File: src/rtl/ncof_pkg.sv
package ncof_pkg;
   localparam int OCT_W = 3;

   typedef logic [OCT_W-1:0] octant_t;

   typedef struct packed {
      logic    vld;
      octant_t oct;
   } tag_t;
endpackage

File: src/rtl/ncof_accum.sv
module ncof_accum #(
   parameter int PHASE_W = 16
) (
   input  logic               clk,
   input  logic               rst,
   input  logic [PHASE_W-1:0] step_i,
   input  logic [PHASE_W-1:0] ofs_i,
   output logic [PHASE_W-1:0] phase_o
);
   logic [PHASE_W-1:0] acc_q;

   always_ff @(posedge clk) begin
      if (rst) acc_q <= '0;
      else     acc_q <= acc_q + step_i;
   end

   assign phase_o = acc_q + ofs_i;

   // first phase after reset equals the offset alone
   AST_FIRST_PHASE: assert property (@(posedge clk) disable iff (rst)
      $past(rst) |-> (phase_o == ofs_i)) else $error("first phase");
endmodule

File: src/rtl/ncof_fold.sv
module ncof_fold
   import ncof_pkg::*;
#(
   parameter int PHASE_W = 16,
   localparam int ANG_W = PHASE_W - OCT_W
) (
   input  logic               clk,
   input  logic               rst,
   input  logic [PHASE_W-1:0] phase_i,
   output logic [ANG_W-1:0]   angle_o,
   output octant_t            oct_o,
   output logic               vld_o
);
   octant_t          oct_w;
   logic [ANG_W-1:0] low_w;
   logic [ANG_W-1:0] ang_w;

   assign oct_w = phase_i[PHASE_W-1 -: OCT_W];
   assign low_w = phase_i[ANG_W-1:0];
   assign ang_w = oct_w[0] ? ~low_w : low_w;

   always_ff @(posedge clk) begin
      if (rst) begin
         angle_o <= '0;
         oct_o   <= '0;
         vld_o   <= 1'b0;
      end else begin
         angle_o <= ang_w;
         oct_o   <= oct_w;
         vld_o   <= 1'b1;
      end
   end

   // odd octant: angle plus its low field sums to all ones
   AST_MIRROR_SUM: assert property (@(posedge clk) disable iff (rst)
      (vld_o && oct_o[0]) |-> ((angle_o + $past(low_w)) == {ANG_W{1'b1}})) else $error("mirror");
endmodule

File: src/rtl/ncof_tag_pipe.sv
module ncof_tag_pipe
   import ncof_pkg::*;
#(
   parameter int DEPTH = 4
) (
   input  logic clk,
   input  logic rst,
   input  tag_t tag_i,
   output tag_t tag_o
);
   generate
      if (DEPTH == 0) begin : g_wire
         assign tag_o = tag_i;
      end else begin : g_shift
         tag_t stage_q [DEPTH];

         always_ff @(posedge clk) begin
            if (rst) begin
               for (int i = 0; i < DEPTH; i++) stage_q[i] <= '0;
            end else begin
               stage_q[0] <= tag_i;
               for (int i = 1; i < DEPTH; i++) stage_q[i] <= stage_q[i-1];
            end
         end

         assign tag_o = stage_q[DEPTH-1];
      end
   endgenerate
endmodule

File: src/rtl/ncof_restore.sv
module ncof_restore
   import ncof_pkg::*;
#(
   parameter int DATA_W = 16
) (
   input  logic                     clk,
   input  logic                     rst,
   input  logic                     vld_i,
   input  octant_t                  oct_i,
   input  logic signed [DATA_W-1:0] c_i,
   input  logic signed [DATA_W-1:0] s_i,
   output logic signed [DATA_W-1:0] cos_o,
   output logic signed [DATA_W-1:0] sin_o,
   output logic                     vld_o
);
   logic                     swap_w;
   logic                     neg_c_w;
   logic                     neg_s_w;
   logic signed [DATA_W-1:0] pc_w;
   logic signed [DATA_W-1:0] ps_w;

   assign swap_w  = oct_i[1] ^ oct_i[0];
   assign neg_c_w = oct_i[2] ^ oct_i[1];
   assign neg_s_w = oct_i[2];
   assign pc_w    = swap_w ? s_i : c_i;
   assign ps_w    = swap_w ? c_i : s_i;

   always_ff @(posedge clk) begin
      if (rst) begin
         cos_o <= '0;
         sin_o <= '0;
         vld_o <= 1'b0;
      end else begin
         cos_o <= neg_c_w ? (~pc_w + 1'b1) : pc_w;
         sin_o <= neg_s_w ? (~ps_w + 1'b1) : ps_w;
         vld_o <= vld_i;
      end
   end

   function automatic logic [DATA_W-1:0] mag(input logic signed [DATA_W-1:0] x);
      return x[DATA_W-1] ? DATA_W'(-x) : DATA_W'(x);
   endfunction

   AST_SIN_SIGN: assert property (@(posedge clk) disable iff (rst)
      (vld_o && $past(c_i > 0 && s_i > 0)) |-> (sin_o[DATA_W-1] == $past(oct_i[2]))) else $error("sin sign");
   AST_COS_SIGN: assert property (@(posedge clk) disable iff (rst)
      (vld_o && $past(c_i > 0 && s_i > 0)) |-> (cos_o[DATA_W-1] == $past(oct_i[2] ^ oct_i[1]))) else $error("cos sign");
   AST_SWAP_PICK: assert property (@(posedge clk) disable iff (rst)
      (vld_o && $past(c_i > 0 && s_i > 0)) |->
      (mag(cos_o) == ($past(oct_i[1] ^ oct_i[0]) ? $past(mag(s_i)) : $past(mag(c_i))))) else $error("swap");
endmodule

File: src/rtl/ncof_top.sv
module ncof_top
   import ncof_pkg::*;
#(
   parameter int PHASE_W  = 16,
   parameter int DATA_W   = 16,
   parameter int CORE_LAT = 4,
   localparam int ANG_W   = PHASE_W - OCT_W
) (
   input  logic                     clk,
   input  logic                     rst,
   input  logic [PHASE_W-1:0]       tune_word,
   input  logic [PHASE_W-1:0]       offset_word,
   output logic [ANG_W-1:0]         core_angle,
   output logic                     core_valid,
   input  logic signed [DATA_W-1:0] core_cos,
   input  logic signed [DATA_W-1:0] core_sin,
   input  logic                     core_ret_valid,
   output logic signed [DATA_W-1:0] cos_out,
   output logic signed [DATA_W-1:0] sin_out,
   output logic                     out_valid
);
   initial begin
      AST_PARAM_PHASE: assert (PHASE_W >= OCT_W + 1) else $error("PHASE_W too small");
      AST_PARAM_DATA:  assert (DATA_W >= 2) else $error("DATA_W too small");
      AST_PARAM_LAT:   assert (CORE_LAT >= 0) else $error("CORE_LAT negative");
   end

   logic [PHASE_W-1:0] phase_w;
   octant_t            oct_q;
   tag_t               tag_in_w;
   tag_t               tag_out_w;

   ncof_accum #(.PHASE_W(PHASE_W)) u_accum (
      .clk     (clk),
      .rst     (rst),
      .step_i  (tune_word),
      .ofs_i   (offset_word),
      .phase_o (phase_w)
   );

   ncof_fold #(.PHASE_W(PHASE_W)) u_fold (
      .clk     (clk),
      .rst     (rst),
      .phase_i (phase_w),
      .angle_o (core_angle),
      .oct_o   (oct_q),
      .vld_o   (core_valid)
   );

   assign tag_in_w = '{vld: core_valid, oct: oct_q};

   ncof_tag_pipe #(.DEPTH(CORE_LAT)) u_tags (
      .clk   (clk),
      .rst   (rst),
      .tag_i (tag_in_w),
      .tag_o (tag_out_w)
   );

   ncof_restore #(.DATA_W(DATA_W)) u_restore (
      .clk   (clk),
      .rst   (rst),
      .vld_i (core_ret_valid),
      .oct_i (tag_out_w.oct),
      .c_i   (core_cos),
      .s_i   (core_sin),
      .cos_o (cos_out),
      .sin_o (sin_out),
      .vld_o (out_valid)
   );

   // a returned pair must meet a live octant tag
   AST_RET_HAS_TAG: assert property (@(posedge clk) disable iff (rst)
      core_ret_valid |-> tag_out_w.vld) else $error("untagged return");
   AST_OUT_FOLLOWS: assert property (@(posedge clk) disable iff (rst)
      out_valid |-> $past(core_ret_valid)) else $error("out without return");
endmodule

File: config.mk
export PLATFORM = sky130hd
export DESIGN_NAME = ncof_top
export DESIGN_NICKNAME = d
export VERILOG_FILES = /design/src/rtl/ncof_pkg.sv /design/src/rtl/ncof_accum.sv /design/src/rtl/ncof_fold.sv /design/src/rtl/ncof_tag_pipe.sv /design/src/rtl/ncof_restore.sv /design/src/rtl/ncof_top.sv
export SDC_FILE = /design/constraint.sdc
export NUM_CORES = 1
export LEC_CHECK = 0
export BUFFER_PORTS_ARGS = -buffer_cell sky130_fd_sc_hd__buf_2
export CORE_ASPECT_RATIO = 0.7
export CORE_MARGIN = 2
export CORE_UTILIZATION = 54
export DETAILED_ROUTE_END_ITERATION = 7
export PLACE_DENSITY = 0.81
export SYNTH_ARGS = -nofsm -noshare
export SYNTH_HDL_FRONTEND = slang
export SYNTH_SLANG_ARGS = --single-unit
export TNS_END_PERCENT = 100
File: constraint.sdc
create_clock -name clk -period 7.4 [get_ports clk]
set_input_delay 1.48 -clock clk [delete_from_list [all_inputs] [get_ports clk]]
set_output_delay 1.48 -clock clk [all_outputs]
set_load 0.005 [all_outputs]
Word level (Yosys, flattened, before mapping). Memory sizes are Yosys's and may differ from the RTL's. Cells that the tools add are included.

Register bits after elaboration: 66. Bits in writable memories: 16. Output and inout bits: 47. Word-level logic and storage cells: 33. Memories: 1.

Add/sub/neg operators: 4. Multiplexer cells: 12. Bitwise gates (word level): 9.

Memories: u_tags.g_shift.stage_q (words 4, bits a word 4, rd ports 4, clocked after memory_dff 0, wr ports 4, RTL line ncof_tag_pipe.sv:15) `tag_t stage_q [DEPTH];`.

Operators with widths (count): 2-to-1 mux 16 bit (4); adder 16 x 1 -> 16 bit, second input constant (2); adder 16 bit (2); NOT 16 bit (2); 2-to-1 mux 4 bit (4); 2-to-1 mux 13 bit (1); NOT 13 bit (1); OR 1 bit (4); 2-to-1 mux 1 bit (3); bitwise XOR 1 bit (2).

Logic depth before layout (Yosys ltp). Gate-level depths: netlist of run 1.

Word-level depth: 5. Depth in mapped cells: 12.

Cells and area by module. A second synthesis of run 1 with hierarchy kept.

Cells, all modules: 574. Area, all modules: 5106.1 sq um.

Modules (own cells, without submodules): ncof_restore (instances 1, cells each 272, area each 2302.2 sq um, sequential area each 660.6 sq um); ncof_accum (instances 1, cells each 218, area each 1773.0 sq um, sequential area each 320.3 sq um); ncof_fold (instances 1, cells each 51, area each 566.8 sq um, sequential area each 340.3 sq um); ncof_tag_pipe (instances 1, cells each 33, area each 464.2 sq um, sequential area each 320.3 sq um).

Worst setup path after synthesis of run 1. OpenSTA, ideal clock, no wires.

Path kind: input to register. From: input tune_word[0]. To: register u_accum.acc_q[14]. Setup time: 0.128 ns. Data arrival time: 3.589 ns. Required time: 7.272 ns. Path slack: 3.684 ns. Stages: 9. Path buffers: 0. Cells stage by stage: ha_1 fa_1 a211oi_1 o21ai_0 a2111oi_0 o21bai_1 a311oi_1 xor2_1 nor2_1.

Word-level cells in the longest chain between the ends: 1.

RTL lines: start, declared (RTL line ncof_top.sv:11) `input logic [PHASE_W-1:0] tune_word,`; adder 16 bit (RTL line ncof_accum.sv:14) `else acc_q <= acc_q + step_i;`; end signal, assigned (RTL line ncof_accum.sv:14); end, declared (RTL line ncof_accum.sv:10) `logic [PHASE_W-1:0] acc_q;`.

No other way between the ends. A chain may end at the register's enable or synchronous reset.

Final worst setup path of run 1.
From: input offset_word[8]. To: register u_fold.angle_o[4].

Word-level cells in the longest chain between the ends: 2.

RTL lines: start, declared (RTL line ncof_top.sv:12) `input logic [PHASE_W-1:0] offset_word,`; adder 16 bit (RTL line ncof_accum.sv:17) `assign phase_o = acc_q + ofs_i;`; 2-to-1 mux 13 bit (RTL line ncof_fold.sv:20) `assign ang_w = oct_w[0] ? ~low_w : low_w;`; end signal, assigned (RTL line ncof_fold.sv:28) `angle_o <= ang_w;`; end, declared (RTL line ncof_fold.sv:10) `output logic [ANG_W-1:0] angle_o,`.

No other way between the ends.

==> flow_summary.ini, run 1 <==
[setup_path]
slowest_stage = a211oi_2
crit_required_ns = 7.62
critPathMaxStageDelay_ns = 0.97
critPathMaxFanout = 15
r2r-start = u_tags.g_shift.stage_q[3][1]$_SDFF_PP0_
start_kind = primary input
path_cells = buf_2 > ha_1 > a21oi_1 > o21ai_0 > a22oi_1 > a211oi_1 > a211oi_2 > xnor2_1 > and2_1
criticalPathCategory = in -> reg
worstPathArrival_ns = 4.11
crit_path_start = offset_word[8]
end_kind = flip-flop

[sta]
maxSlewViolCount = 0
timing.final.crit_share_pct = 52.5
worst_pin_slew_ns = 1.24
fin_setup_tns_ns = 0
rsz0062_at_grt = no
fmax_mhz = 258
period_minus_slack_ns = 3.88
final_hold_viol_count = 0
skew_ns = 0.00773
setup_viol = 0
relSlewSlack_pct = 17.3

[floorplanning]
row_count = 28
core_area_um2 = 8440
die_h_um = 82.0
start_util_pct = 55.5
ios = 114
die_w_um = 115
dieArea_um2 = 9450

[power]
ir_drop_uv = 191
clockPowerShare_pct = 25.4
p_comb_share_pct = 44.0
totalPowerFinal_mw = 1.82
p_seq_share_pct = 30.5
power.density_nw_per_um2 = 320
p_leak_nw = 2.65
swShare_pct = 35.5
switchingPower_uw = 647
p_int_mw = 1.18

[layout]
final_common_cell = buf_2
final_area_um2 = 5690
antenna_cells = 0
syn2layout_area_growth_pct = 21.4
stdcell_count = 782
fin_nets = 758
drive_gt1_share_pct = 21.9
n_fill_cell = 697
layout_common_cells = buf_2 (113), nor2_1 (96), dfxtp_1 (78), mux2i_1 (35), xnor2_1 (35)

[clock_network]
clockRootBuffer = clkbuf_16
clock_latency_ns = 0.33
htreeDepth = 3
clkSlewWorstSetupHoldPaths_ns = 0.06
cts_hold_buf = 0
cts_resized = 0
cts_tree = done
clock-sinks = 78
postCtsSetupBuffers = 0
clk_path_buf_depth = 2
cts_made_buffers = 9

[route]
dr_total_vias = 4319
wl_per_cell_um = 14.9
drt-vias-per-instance = 5.52
drt_iter0_drc = 310
wl_um = 11700
drc_errors = 0
drt_first_pass_iters = 6
ant_nets = 0

[grt]
grt_pass1_wl_um = 18700
grt_pass1_vias = 3917
grt_max_degree = 76
grt_use_total_pct = 25.0
antenna_found_initial = 0
overflow = 0

[synthesis]
ys_seq_area_share_pct = 33.3
synth_fp_nets = 647
yosysWarningCount = 0
synth-edff-count = 0
async_flop_share_pct = 0
synthCells = 546
syn_area_um2 = 4690
synth.distinct_cells = 50
avgSynthCellArea_um2 = 8.59
ys_seq_elements = 78
ys.flop_type = dfxtp_1

[placement]
io_buffer_count = 113
place.gp.congestion = 0.911
placed_cells = 766
placed_area_um2 = 5380
hpwl_um = 8750

[job]
maxCapViolCount = 0

[run_status]
status = completed

[worst_hold_path]
hold_path_class = reg -> reg
min-delay-start = u_tags.g_shift.stage_q[1][1]$_SDFF_PP0_
[power groups by stage]
stage                     logic [mW]  clock network, mW  registers (mW)
final                          0.803              0.463           0.557
after global routing           0.891              0.491           0.566
after CTS                      0.794              0.471           0.557
after detailed placement       0.788                  0           0.565
after global placement         0.752                  0           0.564
after floorplan                0.594                  0           0.559
[kinds of logic after synthesis]
group	after synthesis	synth area share, %
and+or+nand+nor	192	18.8
adders and majority gates	34	9.39
xor gates and xnor gates	59	11.2
buffers and inverters	30	2.70
AOI/OAI and AO/OA	113	16.0
muxes	40	8.67
DFF	78	33.3
[cell type report]
type / count / area, µm² / share of cell area (%)
clock buffer: 10 / 229 / 4.02
clock inverter: 6 / 86.3 / 1.52
inverter: 13 / 48.8 / 0.858
multi-input combinational: 438 / 3020 / 53.1
sequential: 78 / 1560 / 27.4
tap: 120 / 150 / 2.64
timing repair buffer: 117 / 596 / 10.5
[critical path: cells and delay by family]
kind	cells	cell delay (ns)
compound gates	5	1.84
fa+ha+maj	1	0.35
xor+xnor	1	0.14
simple gates	1	0.19
buf+inv	1	0.10
[synthesized netlist by cell type (all sizes together) (11+ instances only)]
| master | instances | area [µm²] |
|---|---|---|
| nor2 | 96 | 360 |
| dfxtp | 78 | 1560 |
| xnor2 | 36 | 315 |
| mux2i | 35 | 350 |
| ha | 32 | 400 |
| a21oi | 28 | 140 |
| o21ai | 26 | 130 |
| nor2b | 23 | 144 |
| nor3 | 23 | 115 |
| xor2 | 23 | 209 |
| nand2 | 19 | 71.3 |
| a211oi | 13 | 108 |
| inv | 13 | 48.8 |
| clkbuf | 11 | 41.3 |
[flip-flops by register name, summed over array words and instances (netlist names)]
signal	cells
u_fold.oct_o	3
u_accum.acc_q	16
u_fold.vld_o	1
u_restore.sin_o	16
u_restore.cos_o	16
u_fold.angle_o	13
u_restore.vld_o	1
u_tags.g_shift.stage_q	12
[worst paths after layout]
check	end	slack, ns	cells after the start
max	u_fold.angle_o[4]$_SDFF_PP0_	3.52	9
min	u_tags.g_shift.stage_q[2][1]$_SDFF_PP0_	0.43	1
max reg2reg	u_restore.sin_o[14]$_SDFF_PP0_	4.43	10
min reg2reg	u_tags.g_shift.stage_q[2][1]$_SDFF_PP0_	0.43	1
[metal layers]
| metal | routed length [µm] | vias to the layer above | GRT usage, % | part of all wire (%) |
|---|---|---|---|---|
| met5 | 0 | - | 0 | 0 |
| met3 | 801 | 18 | 5.46 | 6.9 |
| met4 | 209 | 0 | 7.71 | 1.8 |
| met1 | 5500 | 1997 | 34.7 | 47 |
| li1 | - | 2142 | - | - |
| met2 | 5150 | 162 | 39.0 | 44 |
[metrics by stage]
step / utilization [%] / worst slack (ns) / hold WS, ns
floorplan: - / 3.68 / 0.414
global placement: 63.7 / 3.34 / 0.417
detailed placement: 63.7 / 3.25 / 0.428
CTS: 67.4 / 3.60 / 0.437
global route: 67.4 / 3.28 / 0.452
finish: 67.4 / 3.52 / 0.433
Power figures use the tool's default switching activity.
==> run 2: changes to the inputs <==
==> constraint.sdc (replaced) <==
create_clock -name clk -period 3.62 [get_ports clk]
set_input_delay 0.724 -clock clk [delete_from_list [all_inputs] [get_ports clk]]
set_output_delay 0.724 -clock clk [all_outputs]
set_load 0.005 [all_outputs]
==> flow_summary.ini, run 2 (same netlist as run 1, synthesis figures left out) <==
[run_status]
status = completed

[setup_path]
start_kind = primary input
slowest_stage = a2111oi_0
worstPathArrival_ns = 3.35
criticalPathCategory = in -> reg
critPathMaxFanout = 3
end_kind = flip-flop
ff2ff_setup_slack_ns = 0.65
path_cells = buf_2 > ha_1 > fa_1 > a211oi_1 > o21ai_0 > a2111oi_0 > o21bai_1 > a311oi_1 > xor2_1 > nor2_1
crit_buf_inv = 1
critPathMaxStageDelay_ns = 0.50
path_delay_family = compound AO/OA/AOI/OAI gates
r2r-start = u_accum.acc_q[0]$_SDFF_PP0_
r2r_cells = 9
crit_required_ns = 3.83
worst-path-stages = 10
crit_end = u_accum.acc_q[14]$_SDFF_PP0_
r2r-end = u_accum.acc_q[14]$_SDFF_PP0_
crit_path_start = tune_word[0]

[job]
maxCapViolCount = 0

[power]
power.density_nw_per_um2 = 651
ir_drop_uv = 304
p_leak_nw = 2.65

[sta]
period_minus_slack_ns = 3.14
worst_pin_slew_ns = 0.610
relSlewSlack_pct = 59.1
final_hold_viol_count = 0
maxSlewViolCount = 0
timing.final.crit_share_pct = 86.6
fin_setup_tns_ns = 0
rsz0062_at_grt = no
fmax_mhz = 319
setup_viol = 0
skew_ns = 0.00520

[route]
wl_um = 12000
dr_total_vias = 4299
drt-vias-per-instance = 5.50
wl_per_cell_um = 15.3
drt_iter0_drc = 299
drt_first_pass_iters = 7
drc_errors = 0
ant_nets = 0

[grt]
grt_pass1_wl_um = 18700
overflow = 0
grt_use_total_pct = 25.3
grtUsageMet1_pct = 35.6
antenna_found_initial = 0
grt_max_degree = 42
busiest_layer = met2
gr-usage-met3_pct = 5.68
gr-usage-met2_pct = 39.1
grt_pass1_vias = 3801

[layout]
drive_gt1_share_pct = 21.8
n_fill_cell = 709
layout_common_cells = buf_2 (113), nor2_1 (96), dfxtp_1 (78), mux2i_1 (35), xnor2_1 (35)
reg_top3 = u_accum.acc_q (16), u_restore.cos_o (16), u_restore.sin_o (16)
multi_input_comb_area_um2 = 3020
antenna_cells = 0
final_common_cell = buf_2
syn2layout_area_growth_pct = 21.2
fin_nets = 760
final-seq-area_um2 = 1560
stdcell_count = 782

[clock_network]
htreeDepth = 3
clock_latency_ns = 0.33
postCtsSetupBuffers = 0
cts_tree = done
cts_hold_buf = 0
clk_path_buf_depth = 2
cts_resized = 0
clockRootBuffer = clkbuf_16
clkSlewWorstSetupHoldPaths_ns = 0.06
clock-sinks = 78
cts_made_buffers = 9

[placement]
placed_cells = 768
hpwl_um = 9010
place.gp.congestion = 0.896
io_buffer_count = 113

[floorplanning]
core_area_um2 = 8440
ios = 114
die_w_um = 115
die_h_um = 82.0
dieArea_um2 = 9450
start_util_pct = 55.5
row_count = 28

[worst_hold_path]
hold_path_class = reg -> reg
holdPathStages = 1
-- run 2: routing by layer --
| layer | wire length [µm] | vias up | share of wire, % |
|---|---|---|---|
| met3 | 936 | 18 | 7.8 |
| met5 | 0 | - | 0 |
| met2 | 5230 | 202 | 44 |
| li1 | - | 2136 | - |
| met4 | 136 | 0 | 1.1 |
| met1 | 5680 | 1943 | 47 |
-- run 2: cell type report --
type                       instances  area share (%)
tap                              120            2.64
clock buffer                      13            4.58
sequential                        78            27.5
timing repair buffer             119            10.7
multi-input combinational        438            53.1
clock inverter                     1           0.529
inverter                          13           0.859
-- run 2: how the worst min path moves through the flow --
| stage | from | to | slack [ns] |
|---|---|---|---|
| CTS | u_tags.g_shift.stage_q[2][1]$_SDFF_PP0_ | u_tags.g_shift.stage_q[3][1]$_SDFF_PP0_ | 0.44 |
| detailed placement | u_tags.g_shift.stage_q[2][1]$_SDFF_PP0_ | u_tags.g_shift.stage_q[3][1]$_SDFF_PP0_ | 0.43 |
| finish | u_tags.g_shift.stage_q[2][1]$_SDFF_PP0_ | u_tags.g_shift.stage_q[3][1]$_SDFF_PP0_ | 0.44 |
| global route | u_tags.g_shift.stage_q[2][1]$_SDFF_PP0_ | u_tags.g_shift.stage_q[3][1]$_SDFF_PP0_ | 0.45 |
| floorplan | u_fold.oct_o[0]$_SDFF_PP0_ | u_tags.g_shift.stage_q[0][0]$_SDFF_PP0_ | 0.41 |
| global placement | u_tags.g_shift.stage_q[0][2]$_SDFF_PP0_ | u_tags.g_shift.stage_q[1][2]$_SDFF_PP0_ | 0.42 |
-- run 2: power by group --
| group | switching, mW | total [mW] | internal, mW |
|---|---|---|---|
| sequential | 0.0849 | 1.14 | 1.05 |
| combinational | 0.906 | 1.67 | 0.759 |
| clock | 0.328 | 0.892 | 0.564 |
-- run 2: per-stage QoR --
stage | hold slack, ns | setup WS, ns | total power, mW | cell area [µm²] | util [%]
after global routing | 0.451 | 0.257 | 3.95 | 5680 | 67.3
after detailed placement | 0.426 | 0.157 | 2.78 | 5390 | 63.8
after global placement | 0.417 | 0.342 | 2.70 | 5390 | 63.8
after CTS | 0.439 | 0.507 | 3.68 | 5680 | 67.3
after floorplan | 0.414 | 0.566 | 2.36 | 4690 | -
final | 0.438 | 0.484 | 3.70 | 5680 | 67.3
==> run 3: changes to the inputs <==
--- a/config.mk
+++ b/config.mk
@@ -11,6 +11,7 @@
 export CORE_UTILIZATION = 54
 export DETAILED_ROUTE_END_ITERATION = 7
 export PLACE_DENSITY = 0.81
+export REMOVE_ABC_BUFFERS = 1
 export SYNTH_ARGS = -nofsm -noshare
 export SYNTH_HDL_FRONTEND = slang
 export SYNTH_SLANG_ARGS = --single-unit
==> flow_summary.ini, run 3 (same netlist as run 1, synthesis figures left out) <==
[floorplanning]
start_util_pct = 55.5
row_count = 28
ios = 114
core_area_um2 = 8440
die_h_um = 82.0
dieArea_um2 = 9450
die_w_um = 115

[route]
drt_first_pass_iters = 5
drt-vias-per-instance = 5.51
wl_um = 11400
ant_nets = 0
drc_errors = 0
dr_total_vias = 4322
wl_per_cell_um = 14.6
drt_iter0_drc = 260

[clock_network]
clockRootBuffer = clkbuf_16
cts_resized = 0
cts_tree = done
clock-sinks = 78
clock_latency_ns = 0.33
postCtsSetupBuffers = 0
cts_made_buffers = 9
htreeDepth = 3
cts_hold_buf = 0
clk_path_buf_depth = 2
clkSlewWorstSetupHoldPaths_ns = 0.06

[worst_hold_path]
hold_path_class = reg -> reg
min-delay-start = u_tags.g_shift.stage_q[2][2]$_SDFF_PP0_

[placement]
io_buffer_count = 113
place.gp.congestion = 0.924
hpwl_um = 8580

[layout]
drive_gt1_share_pct = 22.3
layout_common_cells = buf_2 (113), nor2_1 (96), dfxtp_1 (78), mux2i_1 (35), xnor2_1 (35)
reg_top3 = u_accum.acc_q (16), u_restore.cos_o (16), u_restore.sin_o (16)
fin_nets = 760
n_fill_cell = 699
fin_util_pct = 67.7
antenna_cells = 0
syn2layout_area_growth_pct = 21.9
final_common_cell = buf_2

[setup_path]
worstPathArrival_ns = 3.35
r2r-start = u_accum.acc_q[0]$_SDFF_PP0_
crit_path_start = tune_word[0]
crit_required_ns = 3.84
end_kind = flip-flop
critPathMaxFanout = 3
criticalPathCategory = in -> reg
start_kind = primary input

[sta]
final_hold_viol_count = 0
fmax_mhz = 319
worst_pin_slew_ns = 0.585
skew_ns = 0.00537
period_minus_slack_ns = 3.14
setup_viol = 0
rsz0062_at_grt = no
relSlewSlack_pct = 60.6
timing.final.crit_share_pct = 86.7
maxSlewViolCount = 0
fin_setup_tns_ns = 0

[power]
totalPowerFinal_mw = 3.75
power.density_nw_per_um2 = 656
ir_drop_uv = 407
p_leak_nw = 2.66

[grt]
grt_use_total_pct = 24.6
antenna_found_initial = 0
overflow = 0
grt_max_degree = 30
grt_pass1_wl_um = 18600
grt_pass1_vias = 3968

[job]
maxCapViolCount = 0

[run_status]
status = completed
[run 3: where the power goes]
part | leakage, nW | switching [mW] | total (mW) | internal, mW
combinational | 1.86 | 0.882 | 1.64 | 0.758
sequential | 0.648 | 0.0790 | 1.13 | 1.05
clock | 0.154 | 0.357 | 0.977 | 0.620
[run 3: layer usage]
metal / global-route usage, % / wire (µm) / vias to the layer above
li1: - / - / 2131
met1: 33.7 / 5480 / 2009
met2: 38.9 / 5140 / 163
met3: 5.09 / 662 / 19
met4: 7.59 / 157 / 0
met5: 0 / 0 / -
[run 3: per-stage QoR]
stage	hold WS [ns]	cells	worst slack (ns)	area, µm²
after floorplan	0.414	529	-0.0330	4610
after global placement	0.419	768	0.250	5390
after global routing	0.445	784	0.329	5710
final	0.434	784	0.481	5710
after CTS	0.437	784	0.546	5710
after detailed placement	0.422	768	0.205	5390
[run 3: worst paths after layout]
kind	endpoint	slack [ns]	cells after the start
max	u_accum.acc_q[14]$_SDFF_PP0_	0.48	10
min	u_tags.g_shift.stage_q[3][2]$_SDFF_PP0_	0.43	1
max reg2reg	u_accum.acc_q[14]$_SDFF_PP0_	0.66	9
min reg2reg	u_tags.g_shift.stage_q[3][2]$_SDFF_PP0_	0.43	1
[run 3: critical path, stage by stage]
cell       delay, ns
buf_2           0.10
ha_1            0.23
fa_1            0.43
a211oi_1        0.34
o21ai_0         0.30
a2111oi_0       0.45
o21bai_1        0.21
a311oi_1        0.35
xor2_1          0.18
nor2_1          0.05
[run 3: area by class of cell]
cell class / count / area (µm²) / area share, %
clock inverter: 6 / 85.1 / 1.49
sequential: 78 / 1560 / 27.3
clock buffer: 10 / 239 / 4.18
timing repair buffer: 119 / 611 / 10.7
inverter: 13 / 48.8 / 0.854
tap: 120 / 150 / 2.63
multi-input combinational: 438 / 3020 / 52.8
